===== config.mk =====
export PLATFORM = sky130hd
export DESIGN_NAME = fcmp_unit
export DESIGN_NICKNAME = d
export VERILOG_FILES = /design/src/rtl/fcmp_pkg.sv /design/src/rtl/fcmp_classify.sv /design/src/rtl/fcmp_order.sv /design/src/rtl/fcmp_unit.sv
export SDC_FILE = /design/constraint.sdc
export NUM_CORES = 1
export LEC_CHECK = 0
export ABC_AREA = 1
export BUFFER_PORTS_ARGS = -buffer_cell sky130_fd_sc_hd__clkbuf_2
export CAP_MARGIN = 10
export CORE_MARGIN = 2
export CORE_UTILIZATION = 46
export CTS_BUF_LIST = sky130_fd_sc_hd__clkbuf_8
export DETAILED_ROUTE_END_ITERATION = 7
export PLACE_DENSITY = 0.92
export SLEW_MARGIN = 40
export SYNTH_ARGS = -nofsm -noshare
export SYNTH_HDL_FRONTEND = slang
export SYNTH_SLANG_ARGS = --single-unit

===== constraint.sdc =====
create_clock -name clk_i -period 1 [get_ports clk_i]
set_clock_uncertainty 0.2 [all_clocks]
set_input_delay 0.2 -clock clk_i [delete_from_list [all_inputs] [get_ports clk_i]]
set_output_delay 0.2 -clock clk_i [all_outputs]
set_load 0.01 [all_outputs]

===== src/rtl/fcmp_pkg.sv =====
package fcmp_pkg;

    typedef enum logic [1:0] {
        CMP_UNORD = 2'b00,
        CMP_EQ    = 2'b01,
        CMP_GT    = 2'b10,
        CMP_GE    = 2'b11
    } cmp_cond_e;

    localparam int PRED_W = 8;
    localparam logic [PRED_W-1:0] PRED_TRUE  = '1;
    localparam logic [PRED_W-1:0] PRED_FALSE = '0;

    typedef struct packed {
        logic [PRED_W-1:0] pred;
        logic              invalid;
    } cmp_res_t;

endpackage


===== src/rtl/fcmp_classify.sv =====
// Decodes one floating-point operand into its class and its sign/magnitude parts.
module fcmp_classify #(
    parameter int EXP_W = 8,
    parameter int MAN_W = 23,
    localparam int W    = 1 + EXP_W + MAN_W
) (
    input  logic [W-1:0] op_i,
    output logic         is_nan_o,
    output logic         is_snan_o,
    output logic         is_zero_o,
    output logic         sign_o,
    output logic [W-2:0] mag_o
);
    logic [EXP_W-1:0] exp_f;
    logic [MAN_W-1:0] man_f;
    logic             exp_max;

    always_comb begin
        sign_o    = op_i[W-1];
        mag_o     = op_i[W-2:0];
        exp_f     = op_i[W-2 -: EXP_W];
        man_f     = op_i[MAN_W-1:0];
        exp_max   = &exp_f;
        is_nan_o  = exp_max && (man_f != '0);
        is_snan_o = is_nan_o && !man_f[MAN_W-1];
        is_zero_o = (mag_o == '0);
    end
endmodule


===== src/rtl/fcmp_order.sv =====
// Signed-value ordering of two non-NaN operands held as sign plus magnitude.
module fcmp_order #(
    parameter int MAG_W = 31
) (
    input  logic             a_sign_i,
    input  logic [MAG_W-1:0] a_mag_i,
    input  logic             a_zero_i,
    input  logic             b_sign_i,
    input  logic [MAG_W-1:0] b_mag_i,
    input  logic             b_zero_i,
    output logic             eq_o,
    output logic             gt_o
);
    logic both_zero;

    always_comb begin
        both_zero = a_zero_i && b_zero_i;
        eq_o = both_zero || ((a_sign_i == b_sign_i) && (a_mag_i == b_mag_i));
        if (both_zero) begin
            gt_o = 1'b0;
        end else if (a_sign_i != b_sign_i) begin
            gt_o = !a_sign_i;
        end else if (!a_sign_i) begin
            gt_o = a_mag_i > b_mag_i;
        end else begin
            gt_o = a_mag_i < b_mag_i;
        end
    end
endmodule


===== src/rtl/fcmp_unit.sv =====
module fcmp_unit #(
    parameter int EXP_W = 8,
    parameter int MAN_W = 23,
    localparam int W    = 1 + EXP_W + MAN_W
) (
    input  logic         clk_i,
    input  logic         rst_ni,
    input  logic [W-1:0] a_i,
    input  logic [W-1:0] b_i,
    input  logic [1:0]   cond_i,
    output logic [7:0]   pred_o,
    output logic         invalid_o
);
    import fcmp_pkg::*;

    localparam int NOPS = 2;

    logic [W-1:0] ops      [NOPS];
    logic         op_nan   [NOPS];
    logic         op_snan  [NOPS];
    logic         op_zero  [NOPS];
    logic         op_sign  [NOPS];
    logic [W-2:0] op_mag   [NOPS];

    assign ops[0] = a_i;
    assign ops[1] = b_i;

    for (genvar gi = 0; gi < NOPS; gi++) begin : g_cls
        fcmp_classify #(.EXP_W(EXP_W), .MAN_W(MAN_W)) u_cls (
            .op_i      (ops[gi]),
            .is_nan_o  (op_nan[gi]),
            .is_snan_o (op_snan[gi]),
            .is_zero_o (op_zero[gi]),
            .sign_o    (op_sign[gi]),
            .mag_o     (op_mag[gi])
        );
    end

    logic ord_eq, ord_gt;

    fcmp_order #(.MAG_W(W-1)) u_ord (
        .a_sign_i (op_sign[0]),
        .a_mag_i  (op_mag[0]),
        .a_zero_i (op_zero[0]),
        .b_sign_i (op_sign[1]),
        .b_mag_i  (op_mag[1]),
        .b_zero_i (op_zero[1]),
        .eq_o     (ord_eq),
        .gt_o     (ord_gt)
    );

    cmp_res_t  res_d, res_q;
    cmp_cond_e cond;
    logic      any_nan;
    logic      hit;

    always_comb begin
        cond    = cmp_cond_e'(cond_i);
        any_nan = op_nan[0] || op_nan[1];
        unique case (cond)
            CMP_UNORD: hit = any_nan;
            CMP_EQ:    hit = !any_nan && ord_eq;
            CMP_GT:    hit = !any_nan && ord_gt;
            CMP_GE:    hit = !any_nan && (ord_gt || ord_eq);
            default:   hit = 1'b0;
        endcase
        res_d.pred    = hit ? PRED_TRUE : PRED_FALSE;
        res_d.invalid = op_snan[0] || op_snan[1];
    end

    always_ff @(posedge clk_i or negedge rst_ni) begin
        if (!rst_ni) begin
            res_q <= '{pred: PRED_FALSE, invalid: 1'b0};
        end else begin
            res_q <= res_d;
        end
    end

    assign pred_o    = res_q.pred;
    assign invalid_o = res_q.invalid;
endmodule


==> results_dict.tcl, run 1 <==
set metrics [dict create \
    synth_top_flop_cell "dfrtp_1" \
    synth_area_leader_cell "ha_1" \
    clock_sinks 2 \
    clock-root-buffer "clkbuf_8" \
    clk_path_buf_depth 2 \
    stop_stage "global routing" \
    rows 19 \
    syn-num-nets 341 \
    yosysTopAreaCellShare_pct 28.0 \
    synth.area.top_cells "ha_1 (28%), nand2_1 (18%), inv_1 (9.2%), nor2_1 (8.7%), inv_2 (4.9%)" \
    ys_seq_area_share_pct 3.62 \
    fp.dieW_um 58.9 \
    initial_core_util_pct 49.3 \
    io_pins 77 \
    synth_edf_count 0 \
    synthArstFlopShare_pct 100 \
    gp_congestion 0.825 \
    yosysUniqueCellTypes 24 \
    grt-ovfl-total 136 \
    hpwl_um 4020 \
    grt_max_degree 9 \
    avgSynthCellArea_um2 5.72 \
    dp_cells 379 \
    synthCells 242 \
    htreeDepth 1 \
    stop_error "[ERROR GRT-0232] Routing congestion too high. Check the congestion heatmap in the GUI." \
    numCtsBuffers 3 \
    io_buffers 76 \
    postGrtWorstEndpoint "pred_o[6]$_DFF_PN0_/D" \
    worst_endpoint_kind "sequential cell input" \
    yosysWarnings 0 \
    ys_seq_elements 2 \
    synth_area_um2 1380 \
    dieHeight_um 58.9 \
    outcome "did not finish" \
    grt_usage_pct 76.1 \
]
timing repair:
| action | in CTS |
|---|---|
| pin swaps | 22 |
| cloned | 0 |
| endpoints found under the setup margin | 11 |
| hold buffers | 1 |
| hold endpoints to repair | 2 |
| setup buffers | 2 |
| resized for setup | 28 |
cell usage after synthesis (4+ instances only):
cell type,n
nand2_1,67
inv_1,34
nor2_1,32
ha_1,31
inv_2,18
a21oi_1,11
nand4_1,10
nand3_1,9
buf_4,7
nor2_2,4
cells by family after synthesis:
logic type,count (synthesis),share of synthesized area [%]
fa+ha+maj,31,28.0
flops,2,3.62
xor+xnor,1,0.633
buf+inv,59,17.9
compound gates,19,8.68
simple gates,130,41.1
through the flow:
step / setup slack (ps) / area, µm² / hold WS [ps]
after floorplan: -506 / 1750 / -296
after global placement: -761 / 2390 / -205
after detailed placement: -851 / 2390 / -204
after CTS: -553 / 2590 / 92.4
metal layers:
| layer | global-route usage [%] | overflow |
|---|---|---|
| met2 | 103 | 82 |
| met5 | 1.59 | 0 |
| met3 | 49.9 | 0 |
| met4 | 100 | 53 |
| met1 | 65.3 | 1 |
==> inputs of run 2 (changes only) <==
--- a/config.mk
+++ b/config.mk
@@ -8,11 +8,10 @@
 export ABC_AREA = 1
 export BUFFER_PORTS_ARGS = -buffer_cell sky130_fd_sc_hd__clkbuf_2
 export CAP_MARGIN = 10
-export CORE_MARGIN = 2
-export CORE_UTILIZATION = 46
-export CTS_BUF_LIST = sky130_fd_sc_hd__clkbuf_8
+export CORE_AREA = 2 2 63 65
 export DETAILED_ROUTE_END_ITERATION = 7
-export PLACE_DENSITY = 0.92
+export DIE_AREA = 0 0 65 67
+export PLACE_DENSITY_LB_ADDON = 0.15
 export SLEW_MARGIN = 40
 export SYNTH_ARGS = -nofsm -noshare
 export SYNTH_HDL_FRONTEND = slang
==> run 2 against run 1 <==
  * The flow now finishes, with violations (negative setup slack)
  * Synthesized cell count unchanged
  * Area after synthesis unchanged
==> results_dict.tcl, run 2 <==
set metrics [dict create \
    dp_worst_setup_slack_ps -827 \
    synth_area_um2 1380 \
    dieHeight_um 67 \
    grt-ovfl-total 0 \
    synthArstFlopShare_pct 100 \
    cap_violations 0 \
    grt_usage_pct 19.3 \
    drt-pass1-iter-count 4 \
    avgSynthCellArea_um2 5.72 \
    whs_ps 97.8 \
    clk_path_buf_depth 2 \
    hold_viol_final 0 \
    synthCells 242 \
    power_mw 1.53 \
    yosysTopAreaCellShare_pct 28.0 \
    max_freq_mhz 656 \
    period_minus_slack_ps 1520 \
    yosys.area_share.simple_pct 41.1 \
    io_buffers 76 \
    viasPerCell 4.66 \
    setup_ws_ps -524 \
    yosys.area_share.adder_pct 28.0 \
    clock-root-buffer "clkbuf_8" \
    final_common_cell "clkbuf_2" \
    synth.mux.area_fraction_pct 0 \
    start_kind "input pin" \
    grt_pass1_wl_um 6780 \
    final_nets 455 \
    htreeDepth 1 \
    ant_nets 0 \
    synth.area.top_cells "ha_1 (28%), nand2_1 (18%), inv_1 (9.2%), nor2_1 (8.7%), inv_2 (4.9%)" \
    hpwl_um 3600 \
    setup_viol 11 \
    synth_top_family_by_area "simple AND/OR/NAND/NOR gates" \
    crit_chain "buf_6, ha_4, nand2_2, nand2_2, a21oi_2, nand2_1, nand2_1, nand2_1, nand2_1, nand2_2, nand2_1, nand2_1, nand2_1, nand2_1, nand2_1, nand2_1" \
    yosysWarnings 0 \
    fin_crit_sh_pct 152 \
    path_class "input pin to register" \
    crit_arrival_ps 1420 \
    yosysMostFrequentCell "nand2_1" \
    outcome "finished, violations left" \
    wl_um 4500 \
    cpMaxStageDelayCell "ha_4" \
    clk_pin_slew_ps 30 \
    worst_pin_slew_ps 217 \
    synth_compound_area_share_pct 8.68 \
    synth_area_leader_cell "ha_1" \
    numCtsBuffers 3 \
    grt_pass1_vias 1734 \
    dieArea_um2 4360 \
    fp.dieW_um 65 \
    layout_common_cells "clkbuf_2 (60), nand2_1 (44), buf_4 (39), ha_4 (27), nor2_1 (25)" \
    routedWlPerCell_um 11.2 \
    grt_max_degree 9 \
    power_density_nw_per_um2 544 \
    initial_core_util_pct 38.4 \
    ir_drop_mv 0.235 \
    crit_fanout 2 \
    placed_area_um2 2420 \
    ys_seq_elements 2 \
    clock_sinks 2 \
    slew_headroom_pct 85.5 \
    endpoint_kind "register" \
    antenna_found_initial 0 \
    drive_gt1_share_pct 65.3 \
    synth_edf_count 0 \
    slew_viol_final 0 \
    drt_iter0_markers 48 \
    gp_congestion 0.819 \
    ys_seq_area_share_pct 3.62 \
    p_leak_nw 1.38 \
    areaGrowthSynthToFinish_pct 103 \
    rsz0062_at_grt "true" \
    cts_tree "yes" \
    met2_length_um 2520 \
    finish.instance_area_um2 2810 \
    drc 0 \
    wl_met3_um 194 \
    cpPeakStageDelay_ps 250 \
    crit_end "pred_o[6]" \
    diodes 0 \
    critPathRequiredTime_ps 890 \
    crit_start "a_i[4]" \
    rows 22 \
    yosys.area_share.xor_xnor_pct 0.633 \
    routed.top_layer "met4" \
    syn-num-nets 341 \
    synth_top_flop_cell "dfrtp_1" \
    via_count 1874 \
    nFillCells 276 \
    violations "negative setup slack" \
    crit_top_cell "nand2_1" \
    synth_common_cells "nand2_1 (67), inv_1 (34), nor2_1 (32), ha_1 (31), inv_2 (18)" \
    hold_class "input pin to register" \
    io_pins 77 \
    core_um2 3610 \
    met1Wirelength_um 1780 \
    yosysUniqueCellTypes 24 \
]
[run 2: power breakdown]
group	total (mW)	internal [mW]	switching, mW
Clock	0.319	0.255	0.0640
Sequential	0.0915	0.0853	0.00617
Combinational	1.12	0.579	0.539
Total	1.53	0.919	0.609
[run 2: metrics by stage]
stage          utilization (%)  instances  TNS, ps
5_1_grt                   77.9        402    -3170
4_1_cts                   72.0        400    -2720
6_report                  77.9        402    -2630
3_3_place_gp              67.0        396    -1370
2_1_floorplan                -        242     -811
3_5_place_dp              67.0        396    -1420
[run 2: worst min-delay path by stage]
stage                 start         to  depth (start not counted)
floorplan            rst_ni  invalid_o                          0
global placement     rst_ni  invalid_o                          1
detailed placement   rst_ni  invalid_o                          1
CTS                  rst_ni  invalid_o                          2
global route        b_i[22]  invalid_o                          3
finish              b_i[22]  invalid_o                          3
[run 2: what timing repair did]
item	4_1_cts	5_1_grt
pin swaps	28	49
hold buffers	1	0
resized for setup	27	64
endpoints found under the hold margin	2	0
buffers inserted	0	2
setup endpoints to repair	11	11
[run 2: kinds of logic (layout without fill, tap and decap cells)]
| kind of cell | Yosys count | in the layout |
|---|---|---|
| buffers and inverters | 59 | 171 |
| xor gates and xnor gates | 1 | 1 |
| adders and majority gates | 31 | 31 |
| DFF | 2 | 2 |
| AOI/OAI and AO/OA | 19 | 19 |
| and+or+nand+nor | 130 | 130 |
[run 2: critical path, delay by kind of cell]
family | cells | cell delay, ps
compound gates | 1 | 130
buf+inv | 1 | 100
simple gates | 13 | 730
fa+ha+maj | 1 | 250
[run 2: routing by layer]
metal  global-route usage, %  up-vias
met5                       0        -
met2                    40.1       47
met3                    1.01        2
li1                        -      987
met1                    22.1      838
met4                    1.60        0
[run 2: layout make-up]
cell class | count | area [µm²] | share of cell area (%)
multi-input combinational | 181 | 1600 | 57.1
timing repair buffer | 116 | 807 | 28.7
inverter | 52 | 248 | 8.82
tap | 48 | 60.1 | 2.14
sequential | 2 | 50.0 | 1.78
clock buffer | 3 | 41.3 | 1.47
(Power assumes the default switching activity.)
==> inputs of run 3 (changes only) <==
--- a/config.mk
+++ b/config.mk
@@ -8,11 +8,13 @@
 export ABC_AREA = 1
 export BUFFER_PORTS_ARGS = -buffer_cell sky130_fd_sc_hd__clkbuf_2
 export CAP_MARGIN = 10
-export CORE_AREA = 2 2 63 65
+export CORE_MARGIN = 2
+export CORE_UTILIZATION = 39
 export DETAILED_ROUTE_END_ITERATION = 7
-export DIE_AREA = 0 0 65 67
 export PLACE_DENSITY_LB_ADDON = 0.15
 export SLEW_MARGIN = 40
 export SYNTH_ARGS = -nofsm -noshare
 export SYNTH_HDL_FRONTEND = slang
+export SYNTH_HIERARCHICAL = 1
 export SYNTH_SLANG_ARGS = --single-unit
+export TNS_END_PERCENT = 100
==> run 3 against run 2 <==
  * Count of clock-buffer cells in the layout is the same
  * The flow still finishes with violations (negative setup slack)
  * Power shrank 14%
  * Die area grew 22%
  * Via count decreased by 6.6%
  * Combinational power fell by 18%
  * Final cell count is 0.50% lower
  * Sequential share of layout area grew 0.25 points
==> results_dict.tcl, run 3 <==
set metrics [dict create \
    hold_class "input pin to register" \
    slew_viol_final 0 \
    dp_cells 394 \
    crit_arrival_ps 1590 \
    wl_um 3920 \
    ir_drop_mv 0.278 \
    gp_congestion 0.736 \
    dp_worst_setup_slack_ps -934 \
    ys_seq_elements 2 \
    hold_viol_final 0 \
    synth.area.top_cells "buf_4 (29%), ha_1 (21%), nand2_1 (14%), inv_1 (10%), nor2_1 (9.1%)" \
    grt_pass1_vias 1623 \
    cap_violations 0 \
    critPathTopFamily "simple AND/OR/NAND/NOR gates" \
    yosysTopAreaCellShare_pct 28.8 \
    avgSynthCellArea_um2 5.88 \
    cpMaxStageDelayCell "ha_4" \
    fin_util_pct 52.8 \
    viasPerCell 4.38 \
    fp.dieW_um 72.9 \
    io_buffers 76 \
    endpoint_kind "register" \
    violations "negative setup slack" \
    grt-ovfl-total 0 \
    final_nets 447 \
    worst_pin_slew_ps 307 \
    core_um2 4660 \
    drive_gt1_share_pct 50.9 \
    via_count 1751 \
    areaGrowthSynthToFinish_pct 32.7 \
    register_area_um2 50.0 \
    crit_top_cell "nand2_1" \
    rsz0062_at_grt "true" \
    clk_pin_slew_ps 30 \
    outcome "finished, violations left" \
    synth_common_cells "buf_4 (71), nand2_1 (71), inv_1 (51), nor2_1 (45), ha_1 (31)" \
    cpPeakStageDelay_ps 250 \
    crit_chain "clkbuf_2, inv_2, ha_4, nand2_2, nor2_4, nand4_1, nor3_2, nand2_1, nand2_2, nand2_1, nand2_1, nor2_2, nand2_1, nand3_1, nand2_1, inv_1" \
    fin_cells 400 \
    initial_core_util_pct 39.8 \
    dieHeight_um 72.9 \
    path_class "input pin to register" \
    numCtsBuffers 3 \
    layout_common_cells "clkbuf_2 (68), nand2_1 (59), nor2_1 (37), inv_1 (34), ha_4 (23)" \
    grt_pass1_wl_um 6380 \
    start_kind "input pin" \
    dieArea_um2 5320 \
    syn-num-nets 414 \
    rows 25 \
    yosysUniqueCellTypes 22 \
    diodes 0 \
    crit_fanout 3 \
    synth_area_um2 1850 \
    clock-root-buffer "clkbuf_8" \
    period_minus_slack_ps 1690 \
    fin_crit_sh_pct 169 \
    final_common_cell "clkbuf_2" \
    synth_area_leader_cell "buf_4" \
    synth_top_flop_cell "dfrtp_1" \
    clk_path_buf_depth 2 \
    synthCells 315 \
    whs_ps 115 \
    cts_tree "yes" \
    critPathRequiredTime_ps 900 \
    grt_usage_pct 14.6 \
    synth_edf_count 0 \
    ys_seq_area_share_pct 2.70 \
    io_pins 77 \
    yosysWarnings 6 \
    power_density_nw_per_um2 538 \
    antenna_found_initial 0 \
    synthArstFlopShare_pct 100 \
    path_buf_inv 3 \
    p_leak_nw 1.31 \
    drt_iter0_markers 32 \
    setup_ws_ps -689 \
    hpwl_um 3530 \
    ant_nets 0 \
    routedWlPerCell_um 9.79 \
    finalSetupTns_ps -2640 \
    multi_input_area_um2 1470 \
    drt-pass1-iter-count 4 \
    nFillCells 470 \
    htreeDepth 1 \
    grt_max_degree 9 \
    max_freq_mhz 592 \
    slew_headroom_pct 79.4 \
    drc 0 \
    clock_sinks 2 \
    setup_viol 11 \
]
run 3: cell count changes after synthesis, moves of 4 or more:
cell | before | now
nand4_1 | 10 | 6
buf_4 | 7 | 71
nor4_1 | 0 | 5
nand2_1 | 67 | 71
nor2_1 | 32 | 45
inv_2 | 18 | 2
inv_1 | 34 | 51
run 3: per-layer routing:
metal,GRT usage (%),up-vias,wire length (µm)
met2,27.0,52,1960
met4,1.85,0,24
li1,-,967,-
met1,18.8,730,1780
met5,0,-,0
met3,1.10,2,159
run 3: cell families after synthesis:
| group | after synthesis | share of synthesized area, % |
|---|---|---|
| flip-flops | 2 | 2.70 |
| buffers and inverters | 126 | 39.9 |
| AND/OR/NAND/NOR | 142 | 32.0 |
| XOR/XNOR | 1 | 0.473 |
| adder cells (fa/ha/maj) | 31 | 20.9 |
| AO/OA/AOI/OAI | 13 | 3.98 |
run 3: cell type report:
| type | count | area share (%) |
|---|---|---|
| multi-input cells | 187 | 59.9 |
| repair buffers | 99 | 25.0 |
| inverters | 55 | 8.60 |
| well taps | 54 | 2.75 |
| flip-flops and latches | 2 | 2.04 |
| clock buffers | 3 | 1.68 |
run 3: final timing paths:
check                             to  slack [ps]  startpoint  cells after the start
max in group asynchronous  invalid_o         360      rst_ni                      2
min in group asynchronous  pred_o[6]         140      rst_ni                      2
worst min-delay path       pred_o[6]         110   cond_i[1]                      5
worst max-delay path       pred_o[6]        -690     b_i[19]                     16
run 3: metrics by stage:
stage / total power, mW / cell area (µm²)
finish: 1.32 / 2460
global route: 1.47 / 2460
CTS: 1.26 / 2320
detailed placement: 0.891 / 2160
global placement: 0.887 / 2160
floorplan: 0.779 / 2150
run 3: repair_timing:
item,CTS,global route
pin swaps,17,27
hold buffers,1,0
hold endpoints to repair,2,0
gates resized for setup,24,35
setup endpoints to repair,11,11
setup buffers,1,1
run 3: report_power, final:
group / internal, mW / leakage (nW) / switching [mW] / total (mW)
clock: 0.254 / 0.0216 / 0.0526 / 0.306
sequential: 0.0859 / 0.0267 / 0.00691 / 0.0928
combinational: 0.464 / 1.26 / 0.459 / 0.923
total: 0.804 / 1.31 / 0.518 / 1.32
